### src/rtl/host_rst_pkg.sv
package host_rst_pkg;
  localparam int unsigned CODE_W = 4;
  localparam int unsigned MS_W   = 10;
  localparam int unsigned MAX_MS = 1000;
  localparam int unsigned N_TRIG = 4;
  localparam int unsigned SEL_W  = $clog2(N_TRIG);

  typedef enum logic [SEL_W-1:0] {
    TRIG_EXT_WAKE = 2'd0,
    TRIG_SEQ1     = 2'd1,
    TRIG_SEQ2     = 2'd2,
    TRIG_R2PD     = 2'd3
  } trig_sel_e;

  // 0 -> 0, 1..10 -> powers of two, above -> MAX_MS
  function automatic logic [MS_W-1:0] code_to_ms(input logic [CODE_W-1:0] code);
    if (code == '0) return '0;
    else if (code <= 4'd10) return MS_W'(1) << (code - 1'b1);
    else return MS_W'(MAX_MS);
  endfunction
endpackage

### src/rtl/host_rst_trig_mux.sv
module host_rst_trig_mux #(
  parameter int unsigned N_TRIG = 4,
  localparam int unsigned SEL_W = $clog2(N_TRIG)
) (
  input  logic [N_TRIG-1:0] trig_i,
  input  logic [SEL_W-1:0]  sel_i,
  output logic              fire_o
);
  logic [N_TRIG-1:0] hit;
  for (genvar g = 0; g < N_TRIG; g++) begin : g_sel
    assign hit[g] = trig_i[g] && (sel_i == SEL_W'(g));
  end
  assign fire_o = |hit;
endmodule

### src/rtl/host_rst_timer.sv
module host_rst_timer #(
  parameter int unsigned MS_W = 10
) (
  input  logic            clk_i,
  input  logic            rst_ni,
  input  logic            clear_i,
  input  logic            start_i,
  input  logic [MS_W-1:0] limit_i,
  input  logic            tick_i,
  output logic            busy_o,
  output logic            expire_o
);
  logic            run_q;
  logic [MS_W-1:0] cnt_q, lim_q;
  logic            last_tick;

  assign last_tick = run_q && tick_i && ((cnt_q + 1'b1) == lim_q);
  assign expire_o  = !clear_i && ((start_i && limit_i == '0) || last_tick);
  assign busy_o    = run_q;

  always_ff @(posedge clk_i or negedge rst_ni) begin
    if (!rst_ni) begin
      run_q <= 1'b0;
      cnt_q <= '0;
      lim_q <= '0;
    end else if (clear_i) begin
      run_q <= 1'b0;
      cnt_q <= '0;
    end else if (start_i && limit_i != '0) begin
      run_q <= 1'b1;
      cnt_q <= '0;
      lim_q <= limit_i;
    end else if (last_tick) begin
      run_q <= 1'b0;
      cnt_q <= '0;
    end else if (run_q && tick_i) begin
      cnt_q <= cnt_q + 1'b1;
    end
  end
endmodule

### src/rtl/host_rst_drive.sv
module host_rst_drive (
  input  logic open_drain_i,
  input  logic level_n_i,
  output logic do_o,
  output logic oe_o
);
  always_comb begin
    if (open_drain_i) begin
      do_o = 1'b0;
      oe_o = !level_n_i;
    end else begin
      do_o = level_n_i;
      oe_o = 1'b1;
    end
  end
endmodule

### src/rtl/host_rst_seq.sv
module host_rst_seq
  import host_rst_pkg::*;
(
  input  logic              clk_i,
  input  logic              rst_ni,
  input  logic              cold_boot_i,
  input  logic              shdn_reset_i,
  input  logic              shdn_pdown_i,
  input  logic              pdown_assert_en_i,
  input  logic [SEL_W-1:0]  trig_sel_i,
  input  logic              ext_wakeup_i,
  input  logic              seq1_done_i,
  input  logic              seq2_done_i,
  input  logic              rst_to_pdown_i,
  input  logic [CODE_W-1:0] timer_code_i,
  input  logic              tick_i,
  input  logic              open_drain_i,
  output logic              rst_n_o,
  output logic              pad_do_o,
  output logic              pad_oe_o
);
  logic asserted_q, cause, sel_fire, accept, busy, expire;
  logic [N_TRIG-1:0] trig_vec;

  assign cause    = cold_boot_i || shdn_reset_i || (shdn_pdown_i && pdown_assert_en_i);
  assign trig_vec = {rst_to_pdown_i, seq2_done_i, seq1_done_i, ext_wakeup_i};

  host_rst_trig_mux #(.N_TRIG(N_TRIG)) mux_i (
    .trig_i (trig_vec),
    .sel_i  (trig_sel_i),
    .fire_o (sel_fire)
  );

  // triggers count only while held and idle
  assign accept = sel_fire && asserted_q && !busy && !cause;

  host_rst_timer #(.MS_W(MS_W)) tmr_i (
    .clk_i    (clk_i),
    .rst_ni   (rst_ni),
    .clear_i  (cause),
    .start_i  (accept),
    .limit_i  (code_to_ms(timer_code_i)),
    .tick_i   (tick_i),
    .busy_o   (busy),
    .expire_o (expire)
  );

  always_ff @(posedge clk_i or negedge rst_ni) begin
    if (!rst_ni)     asserted_q <= 1'b1;
    else if (cause)  asserted_q <= 1'b1;
    else if (expire) asserted_q <= 1'b0;
  end

  assign rst_n_o = !asserted_q;

  host_rst_drive drv_i (
    .open_drain_i (open_drain_i),
    .level_n_i    (rst_n_o),
    .do_o         (pad_do_o),
    .oe_o         (pad_oe_o)
  );
endmodule

### config.mk
export PLATFORM = sky130hd
export DESIGN_NAME = host_rst_seq
export DESIGN_NICKNAME = d
export VERILOG_FILES = /design/src/rtl/host_rst_pkg.sv /design/src/rtl/host_rst_trig_mux.sv /design/src/rtl/host_rst_timer.sv /design/src/rtl/host_rst_drive.sv /design/src/rtl/host_rst_seq.sv
export SDC_FILE = /design/constraint.sdc
export NUM_CORES = 1
export LEC_CHECK = 0
export CORE_MARGIN = 2
export CORE_UTILIZATION = 45
export CTS_BUF_LIST = sky130_fd_sc_hd__clkbuf_4
export CTS_CLUSTER_SIZE = 30
export DETAILED_ROUTE_END_ITERATION = 10
export GPL_TIMING_DRIVEN = 0
export PLACE_DENSITY_LB_ADDON = 0.08
export SLEW_MARGIN = 10
export SYNTH_ARGS = -nofsm -noshare
export SYNTH_HDL_FRONTEND = slang
export SYNTH_SLANG_ARGS = --single-unit
### constraint.sdc
create_clock -name clk_i -period 5.1 [get_ports clk_i]
set_input_delay 1.02 -clock clk_i [delete_from_list [all_inputs] [get_ports clk_i]]
set_output_delay 1.02 -clock clk_i [all_outputs]
set_load 0.05 [all_outputs]
==> results_dict.tcl, run 1 <==
set metrics [dict create \
    fin_tns_setup_ns 0 \
    clk-insertion-delay-late_ns 0.32 \
    antenna_found_initial 0 \
    filler_cell_count 293 \
    grt_pass1_wl_um 5570 \
    grt_start_max_net_pins 23 \
    internal-power_uw 286 \
    arrival_ns 2.33 \
    fp.dieW_um 60.8 \
    synth_cell_types 48 \
    clk_path_buf_depth 2 \
    ys_warn_count 0 \
    period_minus_slack_ns 3.35 \
    synth-seq-cells 22 \
    cts_root_buffer "clkbuf_4" \
    drc 0 \
    clkPwrFrac 0.220 \
    firstDrtPassIters 4 \
    cp_cell_sequence "clkdlybuf4s50_1, nor2_1, clkdlybuf4s50_1" \
    grt_usage 0.199 \
    regArea_um2 552 \
    finalSetupViolations 0 \
    die_y_um 60.8 \
    die-area_mm2 0.00370 \
    fmax_ghz 0.299 \
    synthToLayoutAreaGrowth_pct 18.3 \
    power_frac_comb 0.250 \
    end_kind "primary output" \
    multi_input_area_um2 835 \
    tightest_slew_ns 0.974 \
    ir_drop_v 0.000128 \
    rr_startpoint "tmr_i.cnt_q[0]" \
    instances_no_fill 234 \
    yosysSeqAreaShare 0.380 \
    netlist_area_mm2 0.00145 \
    post_drt_via_cell_ratio 5.57 \
    clk_pin_slew_ns 0.12 \
    pin_count 21 \
    avgSynthCellArea_um2 8.64 \
    finalMaxSlewViolations 0 \
    num_vias 1304 \
    clock-sinks 22 \
    nets 210 \
    outcome "finished, final reports clean" \
    drive_gt1_frac 0.0895 \
    required_ns 4.08 \
    switching_power_uw 135 \
    post-cts-setup-buffers 0 \
    max_slew_margin 0.349 \
    syn_nets 187 \
    p_sw_frac 0.321 \
    syn-instance-count 168 \
    slowest_delay_ns 0.80 \
    post_cts_resized 0 \
    h-tree-depth 1 \
    wl_um 3290 \
    portBuffers 18 \
    crit_fanout 2 \
    maxCapViolations 0 \
    cpMostUsedCell "clkdlybuf4s50_1" \
    ctsHoldBuffers 0 \
    synth_ff_type "dfrtp_1" \
    wire_per_inst_um 14.1 \
    ant_nets 0 \
    cts_buffers 3 \
    drt_iter0_drc 36 \
    min_from "asserted_q" \
    gp_congestion 0.815 \
    p_leak_nw 0.637 \
    setup_ws_ns 1.75 \
    cp_top_family "buffers and inverters" \
    rsz0062_at_grt "no" \
    critical_path_buf_inv_count 2 \
    clock_skew_ns 0.0159 \
    crit_slowest_cell "clkdlybuf4s50_1" \
    critical_path.startpoint "open_drain_i" \
    start_util 0.475 \
    seqPwrFrac 0.530 \
    crit_type "in -> out" \
    dp.cells 230 \
    hpwl_um 2530 \
    grt_overflow 0 \
    cts_tree "done" \
    cellPowerDensity_mw_per_mm2 245 \
    place_ws_ns 1.74 \
    diodes 0 \
    hold_viol 0 \
    finalCritPeriodShare 0.657 \
    async_flop_share 1.00 \
    first_global_vias 1267 \
    hold_path.class "reg -> reg" \
    start_kind "input pin" \
    synth-edff-count 0 \
    rows 20 \
    core_mm2 0.00305 \
]
## cell families after synthesis
family | synth area share
multiplexers | 0.0233
buffers and inverters | 0.0448
XOR/XNOR | 0.115
AO/OA/AOI/OAI | 0.204
adder cells (fa/ha/maj) | 0.00862
AND/OR/NAND/NOR | 0.224
flip-flops | 0.380
## sequential cells by signal (all words and copies together), names as in the netlist
| name | cells |
|---|---|
| tmr_i.lim_q | 10 |
| tmr_i.cnt_q | 10 |
| asserted_q | 1 |
| tmr_i.busy_o | 1 |
## tightest hold or removal path, delay by kind of cell (launching register included)
family          cells  cell delay, ns
compound gates      2            0.13
flops               1            0.40
## power groups by stage
stage | Combinational [mW] | Sequential (mW) | Clock, mW
2_1_floorplan | 0.0770 | 0.216 | 0
3_3_place_gp | 0.101 | 0.224 | 0
3_5_place_dp | 0.106 | 0.226 | 0
4_1_cts | 0.106 | 0.223 | 0.0953
5_1_grt | 0.119 | 0.226 | 0.100
6_report | 0.105 | 0.223 | 0.0926
## per-stage QoR
step           cell area, um2  utilization  hold slack, ns  power [mW]
6_report                 1720        0.562           0.518       0.421
2_1_floorplan            1450            -           0.470       0.293
5_1_grt                  1720        0.562           0.574       0.446
4_1_cts                  1720        0.562           0.524       0.424
3_5_place_dp             1690        0.552           0.508       0.332
3_3_place_gp             1690        0.552           0.492       0.325
## path summary, 6_finish.rpt
| path | end | slack [ns] | cells after the start |
|---|---|---|---|
| max reg2reg | tmr_i.cnt_q[4] | 2.89 | 7 |
| min | asserted_q | 0.52 | 2 |
| max | pad_do_o | 1.75 | 3 |
| min reg2reg | asserted_q | 0.52 | 2 |
| min in group asynchronous | tmr_i.cnt_q[6] | 1.22 | 1 |
| max in group asynchronous | tmr_i.cnt_q[0] | 3.28 | 1 |
## synth_stat cells (2+ instances only)
master,instances,area (um2)
or3_1,4,25.0
inv_1,6,22.5
nand2_1,21,78.8
nor3_1,4,20.0
nor3b_1,2,15.0
o21ai_0,13,65.1
clkbuf_1,5,18.8
dfrtp_1,21,526
nor4_1,2,12.5
a22oi_1,2,15.0
o22ai_1,2,12.5
nor2_1,18,67.6
a21oi_1,6,30.0
xor2_1,4,35.0
o31ai_1,2,15.0
nand3_1,5,25.0
nand4_1,3,18.8
a221o_1,2,20.0
buf_2,3,15.0
xnor2_1,15,131
## area by class of cell
class	count	share of cell area
multi-input combinational	130	0.486
sequential	22	0.321
timing repair buffer	18	0.105
tap	44	0.0321
buffer	10	0.0248
clock buffer	4	0.0175
inverter	6	0.0131
## cell usage in the layout, fill, tap and decap left out, drive strengths merged, types with 2 or more instances in the layout
cell type	count
nor3b	2
nand3	6
nor4	2
a221o	2
nor3	4
or3	4
o2111ai	2
inv	6
buf	4
o22ai	2
a22oi	2
xnor2	15
or2	2
nand2	21
nand4	3
dfrtp	21
o31ai	2
clkbuf	10
a21oi	7
clkdlybuf4s50	18
o21ai	13
xor2	4
nor2	18
## layer usage
metal  up-vias  wire [um]  GRT usage
met4         0         27     0.0559
met5         -          0          0
li1        645          -          -
met3         4         99     0.0256
met2        24       1660      0.347
met1       631       1500      0.258
Note: power is estimated with default switching activity, not from simulation.
==> inputs of run 2 (changes only) <==
==> constraint.sdc (replaced) <==
create_clock -name clk_i -period 3 [get_ports clk_i]
set_input_delay 0.6 -clock clk_i [delete_from_list [all_inputs] [get_ports clk_i]]
set_output_delay 0.6 -clock clk_i [all_outputs]
set_load 0.05 [all_outputs]
==> results of run 2 <==
The final DEF is identical to that of run 1. Status: finished, final reports clean.
Main changes from that run: setup slack after placement 1.74 ns -> 0.318 ns; setup slack after layout 1.75 ns -> 0.491 ns; register-to-register setup slack 2.89 ns -> 0.79 ns; total power 0.421 mW -> 0.716 mW; worst IR drop on VDD 0.000128 V -> 0.000218 V
==> inputs of run 3 (changes only) <==
==> constraint.sdc (replaced) <==
create_clock -name clk_i -period 2.1 [get_ports clk_i]
set_input_delay 0.42 -clock clk_i [delete_from_list [all_inputs] [get_ports clk_i]]
set_output_delay 0.42 -clock clk_i [all_outputs]
set_load 0.05 [all_outputs]
==> run 3 against run 2 <==
  * Clock skew up 0.00065 ns
  * Wire length up 3.6%
  * Flip-flop and latch count unchanged
  * Critical endpoint is now tmr_i.cnt_q[5]
  * Largest cell class unchanged
  * Highest routed layer unchanged
==> results_dict.tcl, run 3 (synthesis gave the netlist of run 1 again) <==
set metrics [dict create \
    outcome "finished, final reports clean" \
    fp.dieW_um 60.8 \
    dpl_cell_area_mm2 0.00169 \
    cts_root_buffer "clkbuf_4" \
    clk-insertion-delay-late_ns 0.32 \
    final_common_cell "nand2_1" \
    grt_pass1_wl_um 5630 \
    firstDrtPassIters 4 \
    antenna_found_initial 0 \
    final_util 0.594 \
    core_mm2 0.00305 \
    wl_met3_um 92 \
    arrival_ns 2.24 \
    total_power_mw 1.05 \
    drt_iter0_drc 47 \
    die_y_um 60.8 \
    num_vias 1326 \
    required_ns 2.30 \
    slowest_delay_ns 0.43 \
    pin_count 21 \
    start_util 0.475 \
    timing.hold.ws_ns 0.492 \
    cts_buffers 3 \
    wl_met1_um 1550 \
    diodes 0 \
    wl_um 3410 \
    highest_layer "met4" \
    hpwl_um 2530 \
    drive_gt1_frac 0.140 \
    post_drt_via_cell_ratio 5.59 \
    portBuffers 18 \
    finalMaxSlewViolations 0 \
    place_ws_ns -0.402 \
    crit_type "reg -> reg" \
    first_global_vias 1286 \
    clk_pin_slew_ns 0.12 \
    finalSetupViolations 0 \
    cellPowerDensity_mw_per_mm2 580 \
    rsz0062_at_grt "yes" \
    period_minus_slack_ns 2.03 \
    clock_skew_ns 0.0165 \
    end_kind "flip-flop" \
    grt_overflow 0 \
    crit_fanout 8 \
    nets 213 \
    filler_cell_count 280 \
    regArea_um2 554 \
    multi_input_area_um2 893 \
    hold_path.class "in -> reg" \
    ir_drop_v 0.000306 \
    cts_tree "done" \
    p_leak_nw 0.678 \
    fmax_ghz 0.492 \
    gp_congestion 0.815 \
    clock-sinks 22 \
    crit_slowest_cell "dfrtp_1" \
    layout_common_cells "nand2_1, dfrtp_1, nor2_1, clkdlybuf4s50_1, xnor2_1" \
    maxCapViolations 0 \
    hold_viol 0 \
    rows 20 \
    tightest_slew_ns 0.965 \
    cp_cell_sequence "buf_6, nand4_1, or3_1, o22ai_2, o2111ai_4, o21bai_4, nor2_1" \
    final_cell_area_mm2 0.00181 \
    wire_per_inst_um 14.4 \
    die-area_mm2 0.00370 \
    grt_start_max_net_pins 23 \
    ant_nets 0 \
    drc 0 \
    synthToLayoutAreaGrowth_pct 24.9 \
    start_kind "flip-flop" \
    h-tree-depth 1 \
    setup_ws_ns 0.0665 \
    finalCritPeriodShare 0.968 \
    grt_usage 0.201 \
    clk_path_buf_depth 2 \
    max_slew_margin 0.355 \
    largest_registers "tmr_i.cnt_q x10, tmr_i.lim_q x10" \
    met2WireLength_um 1720 \
]
-- run 3: critical path: cells and delay by family (launching register included) --
kind	cells	cell delay (ns)
buffers and inverters	1	0.12
AOI/OAI and AO/OA	3	0.68
DFF	1	0.43
and+or+nand+nor	3	0.70
-- run 3: path summary, 6_finish.rpt --
kind,startpoint,slack (ns),depth (start not counted),endpoint
worst max register to register,tmr_i.cnt_q[1],0.07,7,tmr_i.cnt_q[5]
worst min register to register,asserted_q,0.52,2,asserted_q
worst max-delay path,tmr_i.cnt_q[1],0.07,7,tmr_i.cnt_q[5]
worst min-delay path,timer_code_i[1],0.49,3,tmr_i.lim_q[2]
max in group asynchronous,rst_ni,0.82,1,tmr_i.cnt_q[0]
min in group asynchronous,rst_ni,0.61,1,tmr_i.cnt_q[6]
-- run 3: report_power, final --
group          internal (mW)  switching (mW)
combinational          0.143           0.137
clock                 0.0872           0.141
sequential             0.475          0.0680
total                  0.705           0.346
-- run 3: repair_timing --
item | in CTS | in global routing
endpoints found under the setup margin | 15 | 20
pin swaps | 1 | 9
hold buffers | 0 | 0
setup buffers | 2 | 2
gates resized for setup | 4 | 16
-- run 3: per-stage QoR --
step,instances,TNS (ns)
after floorplan,168,0
after global placement,230,-3.04
after detailed placement,230,-3.76
after CTS,235,0
after global routing,237,-0.253
final,237,0
-- run 3: area by class of cell --
class,instances,area share
Multi-Input combinational cell,130,0.493
Inverter,6,0.0124
Tap cell,44,0.0304
Buffer,9,0.0221
Sequential cell,22,0.306
Clock buffer,4,0.0166
Timing Repair Buffer,22,0.120
-- run 3: per-layer routing --
metal	GRT usage	vias to the layer above
li1	-	649
met1	0.257	645
met2	0.356	26
met3	0.0256	6
met4	0.0559	0
met5	0	-
